<file path="src/rtl/cga_pkg.sv">
package cga_pkg;

  typedef enum logic [2:0] {
    OP_ADD      = 3'd0,
    OP_SUB      = 3'd1,
    OP_GEN_CY   = 3'd2,
    OP_GEN_BW   = 3'd3,
    OP_ADD3     = 3'd4,
    OP_CH_FIRST = 3'd5,
    OP_CH_MID   = 3'd6,
    OP_CH_LAST  = 3'd7
  } cga_op_e;

  // Carry out of the top bit position, recovered from the operand MSBs
  // and the sum MSB: a generate, or a propagate whose sum bit came out 0.
  function automatic logic msb_carry(input logic a_msb, input logic b_msb,
                                     input logic s_msb);
    return (a_msb & b_msb) | ((a_msb | b_msb) & ~s_msb);
  endfunction

  function automatic logic is_chain_load(input cga_op_e op);
    return (op == OP_CH_FIRST) || (op == OP_CH_MID);
  endfunction

endpackage

</file>
<file path="src/rtl/cga_arith.sv">
module cga_arith
  import cga_pkg::*;
#(
  parameter int W = 32
) (
  input  cga_op_e        op,
  input  logic [W-1:0]   a,
  input  logic [W-1:0]   b,
  input  logic [W-1:0]   c,
  input  logic           cin,
  output logic [W-1:0]   res,
  output logic           cout
);
  localparam int PADW = W - 1;

  logic [W-1:0] sum_ab, diff_ab, sum3, chain_sum;
  logic         cin_used, cy_ab, cy_chain, bw_ab;

  assign cin_used  = (op == OP_CH_MID) || (op == OP_CH_LAST);
  assign sum_ab    = a + b;
  assign diff_ab   = a - b;
  assign sum3      = a + b + c;
  assign chain_sum = a + b + {{PADW{1'b0}}, cin_used & cin};
  assign cy_ab     = msb_carry(a[W-1], b[W-1], sum_ab[W-1]);
  assign cy_chain  = msb_carry(a[W-1], b[W-1], chain_sum[W-1]);
  assign bw_ab     = (a < b);
  assign cout      = cy_chain;

  always_comb begin
    unique case (op)
      OP_ADD:    res = sum_ab;
      OP_SUB:    res = diff_ab;
      OP_GEN_CY: res = {{PADW{1'b0}}, cy_ab};
      OP_GEN_BW: res = {{PADW{1'b0}}, bw_ab};
      OP_ADD3:   res = sum3;
      default:   res = chain_sum;
    endcase
  end
endmodule

</file>
<file path="src/rtl/cga_carry_reg.sv">
module cga_carry_reg (
  input  logic clk,
  input  logic rst_n,
  input  logic load,
  input  logic clear,
  input  logic d,
  output logic q
);
  always_ff @(posedge clk) begin
    if (!rst_n)     q <= 1'b0;
    else if (clear) q <= 1'b0;
    else if (load)  q <= d;
  end

  // a last-word add leaves the hidden carry at zero
  p_last_clears_r10: assert property (@(posedge clk) disable iff (!rst_n)
    clear |=> (q == 1'b0));

  // with neither load nor clear the carry does not move
  p_carry_hold_r11: assert property (@(posedge clk) disable iff (!rst_n)
    (!load && !clear) |=> $stable(q));
endmodule

</file>
<file path="src/rtl/cga_unit.sv">
module cga_unit
  import cga_pkg::*;
#(
  parameter int W = 32
) (
  input  logic         clk,
  input  logic         rst_n,
  input  logic         in_valid,
  input  logic [2:0]   in_op,
  input  logic [W-1:0] in_a,
  input  logic [W-1:0] in_b,
  input  logic [W-1:0] in_c,
  output logic         out_valid,
  output logic [W-1:0] out_result
);
  cga_op_e      op;
  logic [W-1:0] alu_res;
  logic         alu_cout, hid_carry;
  logic         chain_load, chain_clear;

  assign op          = cga_op_e'(in_op);
  assign chain_load  = in_valid && is_chain_load(op);
  assign chain_clear = in_valid && (op == OP_CH_LAST);

  cga_arith #(.W(W)) u_arith (
    .op(op), .a(in_a), .b(in_b), .c(in_c), .cin(hid_carry),
    .res(alu_res), .cout(alu_cout)
  );

  cga_carry_reg u_carry (
    .clk(clk), .rst_n(rst_n), .load(chain_load), .clear(chain_clear),
    .d(alu_cout), .q(hid_carry)
  );

  always_ff @(posedge clk) begin
    if (!rst_n) begin
      out_valid  <= 1'b0;
      out_result <= '0;
    end else begin
      out_valid <= in_valid;
      if (in_valid) out_result <= alu_res;
    end
  end

  // Independent restatements used only by the properties below
  logic [W-1:0] chk_sum, chk_diff;
  logic         gen_cy_req, gen_bw_req;
  assign chk_sum    = in_a + in_b;
  assign chk_diff   = in_a - in_b;
  assign gen_cy_req = in_valid && (op == OP_GEN_CY);
  assign gen_bw_req = in_valid && (op == OP_GEN_BW);

  p_valid_follow_r2: assert property (@(posedge clk) disable iff (!rst_n)
    1'b1 |=> (out_valid == $past(in_valid)));

  p_gen_carry_r5: assert property (@(posedge clk) disable iff (!rst_n)
    gen_cy_req |=> (out_result == W'($past(chk_sum) < $past(in_a))));

  p_gen_borrow_r6: assert property (@(posedge clk) disable iff (!rst_n)
    gen_bw_req |=> (out_result == W'($past(chk_diff) > $past(in_a))));

  p_idle_hold_r12: assert property (@(posedge clk) disable iff (!rst_n)
    !in_valid |=> $stable(out_result));
endmodule

</file>
<file path="config.mk">
export PLATFORM = sky130hd
export DESIGN_NAME = cga_unit
export DESIGN_NICKNAME = d
export VERILOG_FILES = /design/src/rtl/cga_pkg.sv /design/src/rtl/cga_arith.sv /design/src/rtl/cga_carry_reg.sv /design/src/rtl/cga_unit.sv
export SDC_FILE = /design/constraint.sdc
export NUM_CORES = 1
export LEC_CHECK = 0
export BUFFER_PORTS_ARGS = -buffer_cell sky130_fd_sc_hd__buf_2
export CAP_MARGIN = 20
export CORE_MARGIN = 1.5
export CORE_UTILIZATION = 40
export CTS_BUF_LIST = sky130_fd_sc_hd__clkbuf_16
export DETAILED_ROUTE_END_ITERATION = 16
export GPL_TIMING_DRIVEN = 0
export HOLD_SLACK_MARGIN = 0.1
export PLACE_DENSITY = 0.64
export SYNTH_ARGS = -nofsm -noshare
export SYNTH_HDL_FRONTEND = slang
export SYNTH_SLANG_ARGS = --single-unit
</file>
<file path="constraint.sdc">
create_clock -name clk -period 4.6 [get_ports clk]
set_input_delay 0.23 -clock clk [delete_from_list [all_inputs] [get_ports clk]]
set_output_delay 0.23 -clock clk [all_outputs]
set_load 0.02 [all_outputs]
</file>
# Yosys cells after proc, flatten, opt, wreduce, memory -nomap -nowiden
# Cells that the tools add are included.
[totals]
n_memories = 0
out_inout_bits = 33
mem_bits_rw = 0
input_bits = 102
reg_bits = 34
rom_bits = 0
latchBits = 0
[op_classes]
multipliers = 0
mux = 1
n_shift = 0
div_mod_pow = 0
magnitude_cmp = 1
reduce_logical = 6
eq_ne = 7
addsub = 4
bitwise_logic = 10
[op_table]
columns = ["operator", "count"]
rows = [
  ["one-hot mux 32 bit (5 select lines)", 1],
  ["adder 32 bit", 2],
  ["adder 32 x 1 -> 32 bit", 1],
  ["< comparator 32 bit", 1],
  ["subtractor 32 bit", 1],
  ["equality test 3 bit, second input constant", 4],
  ["equality test 3 x 2 -> 1 bit, second input constant", 2],
  ["bitwise AND 1 bit", 4],
  ["equality test 3 x 1 -> 1 bit, second input constant", 1],
  ["logical NOT 3 bit", 1],
  ["NOT 1 bit", 3],
  ["OR 1 bit", 3],
  ["logical AND 1 bit", 2],
  ["logical OR 1 bit", 2],
  ["OR reduction 2 bit", 1],
]

# Depth between registers and ports, before layout
# Gate-level depths: netlist of run 1.
[logic_depth]
word_depth = 7
ltp_mapped = 22
mapped_depth_nobuf = 21

# By module
# From an unflattened synthesis of run 1, not the netlist that was laid out.
[unflattened]
cells_unflattened = 1151
area_unflattened_um2 = 8563.2
[modules_own_cells]
columns = ["module", "area_each_um2", "instances", "cells_per_inst"]
rows = [
  ["cga_arith", 7226.9, 1, 1040],
  ["cga_unit", 1293.7, 1, 108],
  ["cga_carry_reg", 42.5, 1, 3],
]

# Least setup slack after synthesis of run 1
# Ideal clock, no wire load.
[synth_timing]
path_type = "input to register"
startpoint = "input in_b[5]"
endpoint = "register out_result[27]"
setup_slack_ns = -0.087
arrival_time_ns = 4.562
setup_time_ns = 0.125
path_buffers = 1
path_stages = 22
path_cell_list = "inv_1 -> ha_1 -> buf_6 -> or4_1 -> a211o_1 -> a21bo_2 -> a211oi_2 -> nor2_1 -> xnor2_2 -> inv_2 -> ha_1 -> a21oi_1 -> o31ai_1 -> a31oi_1 -> o211ai_1 -> a21oi_1 -> o21ai_0 -> a41o_1 -> or2_2 -> a31oi_1 -> and2_1 -> a211oi_2"
[synth_between]
elab_chain_cells = 3
[synth_rtl]
columns = ["item", "line_no", "source"]
rows = [
  ["from (decl)", "cga_unit.sv:11", "input logic [W-1:0] in_b,"],
  ["adder 32 bit", "cga_arith.sv:20, cga_arith.sv:22, cga_arith.sv:23", ""],
  ["adder 32 x 1 -> 32 bit / adder 32 bit (equally long branches)", "cga_arith.sv:23, cga_arith.sv:22", ""],
  ["one-hot mux 32 bit (5 select lines) *", "cga_arith.sv:30", "unique case (op)"],
  ["to (signal assigned)", "cga_unit.sv:41", "if (in_valid) out_result <= alu_res;"],
  ["to (decl)", "cga_unit.sv:14", "output logic [W-1:0] out_result"],
]
# Every way passes the cells marked *; elsewhere a longest branch is shown, timed or not.
# A chain may end at the register's enable or synchronous reset.

# Final worst setup path of run 1
[layout_timing]
startpoint = "input in_b[4]"
endpoint = "register out_result[31]"
# Same word-level chain as after synthesis.

==> results of run 1 <==
## synthesized netlist by cell type, types with 6 or more instances
cell type	n	area (µm²)
nand3b_1	7	52.6
a31oi_1	22	138
a21o_1	21	158
o2111ai_1	11	96.3
nand2b_1	14	87.6
clkbuf_1	49	184
and2_1	16	100
nor3_1	35	175
and3_1	15	93.8
o21a_1	9	67.6
nor4_1	8	50.1
nor3b_1	6	45.0
dfxtp_1	34	681
o21ai_0	107	536
nand3_1	43	215
nand4_1	13	81.3
inv_1	89	334
xnor2_1	57	499
o221ai_1	8	70.1
a21oi_1	110	551
o21bai_1	13	97.6
buf_2	6	30.0
mux2i_1	6	60.1
o31ai_1	13	97.6
nand2_1	84	315
or3_1	9	56.3
o211ai_1	16	120
or2_2	12	75.1
xor2_1	17	149
a221oi_1	6	52.6
nor2_1	109	409
a211oi_1	17	128
o22ai_1	8	50.1
ha_1	102	1280
nor2b_1	14	87.6
## critical path: stages
cell	delay (ns)
buf_8	0.10
inv_4	0.05
ha_4	0.21
or4_4	0.52
a211o_4	0.37
a211oi_4	0.27
or3_4	0.19
and2_4	0.18
inv_1	0.10
ha_4	0.26
a21oi_4	0.13
nand2_1	0.10
o31ai_4	0.33
o211ai_1	0.17
a21oi_2	0.21
o21ai_2	0.10
a41o_1	0.31
a211oi_2	0.30
mux2i_1	0.25
nor3_1	0.06
a211oi_1	0.23
## how the worst min path moves through the flow
stage,slack (ns),cells after the start,end,start
final,0.40,4,u_carry.q,in_b[31]
after global routing,0.43,4,u_carry.q,in_b[31]
after CTS,0.39,3,out_result[16],rst_n
after detailed placement,0.50,2,out_result[7],out_result[7]
after global placement,0.49,2,out_result[7],out_result[7]
after floorplan,0.50,3,out_result[9],in_op[2]
## sequential cells by signal, summed over array words and instances, names as in the netlist
name        flops
out_result     32
out_valid       1
u_carry.q       1
## metal layers
metal	routed length (µm)	part of all wire
met5	0	0
met1	14300	0.46
met4	865	0.028
met3	2410	0.077
met2	13500	0.43
## kinds of logic (layout without fill, tap and decap cells)
| logic type | Yosys count | count (layout) | share of synthesized area |
|---|---|---|---|
| AOI/OAI and AO/OA | 430 | 430 | 0.341 |
| and+or+nand+nor | 405 | 405 | 0.251 |
| buffers and inverters | 153 | 324 | 0.0718 |
| adders and majority gates | 106 | 106 | 0.163 |
| xor gates and xnor gates | 77 | 77 | 0.0839 |
| DFF | 34 | 34 | 0.0819 |
| muxes | 6 | 6 | 0.00723 |
## layout make-up
| type | count | area (µm²) |
|---|---|---|
| clock inverters | 3 | 40.0 |
| flip-flops and latches | 34 | 681 |
| multi-input cells | 1024 | 7460 |
| clock buffers | 5 | 125 |
| repair buffers | 166 | 947 |
| inverters | 94 | 360 |
| fillers | 2067 | 10100 |
| well taps | 270 | 338 |
| plain buffers | 56 | 233 |
## timing repair
item	CTS	global route
hold buffers	0	0
endpoints found under the setup margin	13	13
setup buffers	5	29
pin swaps	12	31
resized for setup	29	64
gates cloned	0	1
## power by group through the flow
| stage | combinational (µW) | sequential, µW | clock (µW) |
|---|---|---|---|
| after global routing | 2050 | 348 | 412 |
| after floorplan | 1180 | 376 | 0 |
| after global placement | 1640 | 352 | 0 |
| final | 1900 | 346 | 402 |
| after detailed placement | 1640 | 352 | 0 |
| after CTS | 1720 | 345 | 399 |
## per-stage QoR
stage | worst slack, ns | cells | total power, µW | area, µm²
after global routing | -0.105 | 1652 | 2810 | 10200
after global placement | -1.03 | 1611 | 1990 | 9310
after floorplan | 0.0159 | 1211 | 1550 | 8320
final | 0.104 | 1652 | 2640 | 10200
after detailed placement | -0.975 | 1612 | 2000 | 9320
after CTS | -0.00983 | 1625 | 2460 | 9690
==> flow_metrics.env, run 1 <==
export IMPL_status="completed"
export IMPL_endpoint_kind="register"
export IMPL_syn2layout_area_growth_pct=22.6
export IMPL_yosys_warnings=0
export IMPL_maxCapViolCount=0
export IMPL_hold_class="input pin to register"
export IMPL_final_common_cell="buf_2"
export IMPL_syn_area_um2=8310
export IMPL_tightest_slew_ns=0.842
export IMPL_wire_per_inst_um=18.8
export IMPL_crit_required_ns=4.80
export IMPL_fin_crit_sh=0.977
export IMPL_layout_drive_gt1_share=0.207
export IMPL_combPwrFrac=0.717
export IMPL_grt_antenna_before_repair=0
export IMPL_grt_busiest_layer="met2"
export IMPL_final_cell_mix="buf_2 (132), nor2_1 (103), a21oi_1 (101), o21ai_0 (101), ha_1 (93)"
export IMPL_max_freq_mhz=222
export IMPL_fin_skew_ns=0.00524
export IMPL_postRouteWirelength_mm=31.1
export IMPL_synth_edf_count=0
export IMPL_grtUsageMet3=0.0280
export IMPL_crit_start="in_b[4]"
export IMPL_cts_buffer_depth=2
export IMPL_worstPathArrival_ns=4.70
export IMPL_cell_internal_pwr_uw=1320
export IMPL_p_switching_uw=1320
export IMPL_clock_latency_ns=0.29
export IMPL_synth_area_per_cell_um2=6.86
export IMPL_clk_pin_slew_ns=0.06
export IMPL_cts_root_buf="clkbuf_16"
export IMPL_final_setup_viol_count=0
export IMPL_yosys_cell_types_count=89
export IMPL_holdWs_ns=0.400
export IMPL_rsz0062_at_grt="true"
export IMPL_rows=52
export IMPL_htreeDepth=2
export IMPL_cts_buffers=5
export IMPL_route_detailed_drc=0
export IMPL_cp_max_fo=6
export IMPL_period_needed_ns=4.50
export IMPL_vdd_drop_max_uv=134
export IMPL_postLayoutCoreUtil=0.502
export IMPL_yosysSeqAreaShare=0.0819
export IMPL_use_met2=0.425
export IMPL_slew_limit_headroom=0.435
export IMPL_diodes=0
export IMPL_io_pins=135
export IMPL_critPathLaunchType="input pin"
export IMPL_hpwl_mm=25.0
export IMPL_grt_max_degree=12
export IMPL_grt_util_all_layers=0.274
export IMPL_first_global_vias=8876
export IMPL_drv_slew=0
export IMPL_die_y_um=147
export IMPL_grtUsageMet1=0.399
export IMPL_grt_pass1_wl_mm=47.7
export IMPL_r2r_end="out_result[24]"
export IMPL_switching_share=0.499
export IMPL_io_buffers=130
export IMPL_cts_sinks=34
export IMPL_gp_congestion=0.970
export IMPL_routed_via_count=9855
export IMPL_core_um2=20300
export IMPL_power_density_nw_per_um2=260
export IMPL_synthCells=1211
export IMPL_die_x_um=147
export IMPL_power_frac_seq=0.131
export IMPL_synth_seq_cells=34
export IMPL_reg2regPathDepth=12
export IMPL_finalHoldViolCount=0
export IMPL_crit_path_end="out_result[31]"
export IMPL_initial_core_util=0.409
export IMPL_rr_startpoint="u_carry.q"
export IMPL_grt_overflow=0
export IMPL_leakagePower_uw=0.00433
export IMPL_clockPowerShare=0.152
export IMPL_drt_iter0_markers=893
export IMPL_detail_route_antenna_nets=0
export IMPL_fin_nets=1589
export IMPL_crit_type="input pin to register"
export IMPL_fp_dieArea_um2=21600
export IMPL_via_per_inst=5.97
export IMPL_regToRegSetupSlack_ns=1.30
export IMPL_dr_pass1_iters=7
export IMPL_synth_fp_nets=1419
export IMPL_setup_tns_ns=0
export IMPL_ys_async_sr_fraction=0
export IMPL_synthFlopType="dfxtp_1"
export IMPL_cts_tree="yes"
Note: power is estimated with default switching activity, not from simulation.
==> run 2, diff against run 1 <==
PLACE_DENSITY = default   (was 0.64)
==> run 2 against run 1 <==
Effect of this change:
- power fell by 4.2%
- setup slack improved by 0.030 ns
- combinational power fell by 3%
- critical path type unchanged
==> flow_metrics.env, run 2 (same netlist as run 1, synthesis figures left out) <==
export IMPL_status="completed"
export IMPL_final_common_cell="buf_2"
export IMPL_syn2layout_area_growth_pct=20.2
export IMPL_largest_reg_flops=32
export IMPL_fin_area_um2=9980
export IMPL_die_x_um=147
export IMPL_power_density_nw_per_um2=254
export IMPL_endpoint_kind="register"
export IMPL_wire_per_inst_um=18.8
export IMPL_route_detailed_drc=0
export IMPL_grt_max_degree=12
export IMPL_rsz0062_at_grt="true"
export IMPL_drt_iter0_markers=798
export IMPL_fillCellCount=2125
export IMPL_rows=52
export IMPL_detail_route_antenna_nets=0
export IMPL_reg2regPathDepth=12
export IMPL_slew_limit_headroom=0.234
export IMPL_tightest_slew_ns=1.14
export IMPL_crit_type="input pin to register"
export IMPL_cts_buffer_depth=2
export IMPL_final_cell_mix="buf_2 (130), nor2_1 (104), o21ai_0 (102), a21oi_1 (101), ha_1 (95)"
export IMPL_final_setup_viol_count=0
export IMPL_via_per_inst=5.98
export IMPL_core_um2=20300
export IMPL_cts_root_buf="clkbuf_16"
export IMPL_grt_overflow=0
export IMPL_hold_class="input pin to register"
export IMPL_cp_max_fo=4
export IMPL_io_buffers=130
export IMPL_die_y_um=147
export IMPL_post_place_cells=1611
export IMPL_cts_hold_buf=0
export IMPL_finalHoldViolCount=0
export IMPL_grt_antenna_before_repair=0
export IMPL_grt_pass1_wl_mm=47.5
export IMPL_diodes=0
export IMPL_vdd_drop_max_uv=137
export IMPL_largestRegisters="out_result x32, out_valid x1, u_carry.q x1"
export IMPL_first_global_vias=8803
export IMPL_io_pins=135
export IMPL_dr_pass1_iters=6
export IMPL_clk_pin_slew_ns=0.06
export IMPL_clock_latency_ns=0.29
export IMPL_fin_cells=1636
export IMPL_hold_depth=4
export IMPL_layout_drive_gt1_share=0.194
export IMPL_maxCapViolCount=0
export IMPL_max_freq_mhz=224
export IMPL_hpwl_mm=25.2
export IMPL_htreeDepth=2
export IMPL_regMostFlops="out_result"
export IMPL_routed_via_count=9781
export IMPL_initial_core_util=0.409
export IMPL_cts_sinks=34
export IMPL_grt_util_all_layers=0.274
export IMPL_fin_crit_sh=0.971
export IMPL_gp_congestion=0.984
export IMPL_cts_tree="yes"
export IMPL_crit_required_ns=4.73
export IMPL_postRouteWirelength_mm=30.8
export IMPL_leakagePower_uw=0.00424
export IMPL_cts_buffers=5
export IMPL_fin_skew_ns=0.00613
export IMPL_worstPathArrival_ns=4.60
export IMPL_critPathLaunchType="input pin"
export IMPL_period_needed_ns=4.47
export IMPL_fp_dieArea_um2=21600
export IMPL_placed_area_um2=9310
export IMPL_drv_slew=0
export IMPL_fin_nets=1573
[run 2: cell count changes in the layout (fill, tap and decap cells not counted), moves of 2 or more]
cell and change:
buf_2 -2, buf_4 -14, ha_1 +2, ha_4 -2, o31ai_2 +2
[run 2: critical path, stage by stage]
cell      delay [ns]
buf_8           0.10
inv_4           0.05
ha_4            0.19
or4_4           0.54
a211o_4         0.36
a21bo_4         0.25
a211oi_4        0.23
nor2_2          0.08
xnor2_2         0.24
inv_2           0.12
buf_6           0.14
ha_4            0.28
nand3_4         0.06
or2_2           0.28
o211ai_1        0.21
a21oi_2         0.10
o21ai_2         0.17
a41o_1          0.27
nand2_1         0.11
a32o_1          0.25
o21ai_1         0.19
a41oi_1         0.13
[run 2: area by class of cell]
cell class / instances / area (µm²) / area share
Sequential cell: 34 / 681 / 0.0682
Timing Repair Buffer: 150 / 832 / 0.0833
Multi-Input combinational cell: 1024 / 7400 / 0.741
Clock inverter: 3 / 16.3 / 0.00163
Inverter: 94 / 360 / 0.0361
Buffer: 56 / 234 / 0.0234
Clock buffer: 5 / 125 / 0.0125
Tap cell: 270 / 338 / 0.0338
[run 2: power by group]
part | total, µW | switching, µW | internal, µW
combinational | 1840 | 1130 | 710
sequential | 347 | 22.6 | 324
clock | 346 | 148 | 198
[run 2: worst paths after layout]
check	start	end	slack (ns)
setup reg to reg	u_carry.q	out_result[26]	1.21
hold reg to reg	out_result[7]	out_result[7]	0.50
hold / removal	in_b[31]	u_carry.q	0.39
setup / recovery	in_b[6]	out_result[29]	0.13
[run 2: metal layers]
layer,GRT usage,routed length (µm),part of all wire,vias up
li1,-,-,-,4763
met3,0.0208,2280,0.074,45
met5,0,0,0,-
met2,0.419,13100,0.43,420
met1,0.406,14500,0.47,4553
met4,0.0835,882,0.029,0
[run 2: through the flow]
step | hold WS [ns] | utilization | total power (µW) | TNS (ns) | setup WS, ns
finish | 0.391 | 0.492 | 2530 | 0 | 0.134
CTS | 0.393 | 0.473 | 2400 | 0 | 0.0254
global route | 0.427 | 0.492 | 2700 | -0.0618 | -0.0618
global placement | 0.483 | 0.459 | 2000 | -8.16 | -0.941
floorplan | 0.496 | - | 1550 | 0 | 0.0159
detailed placement | 0.488 | 0.459 | 2010 | -8.52 | -0.960
[run 2: what timing repair did]
action	in CTS	in global routing
pin swaps	7	22
endpoints found under the setup margin	12	13
cloned	0	0
endpoints found under the hold margin	0	0
resized for setup	21	64
buffers inserted	7	13
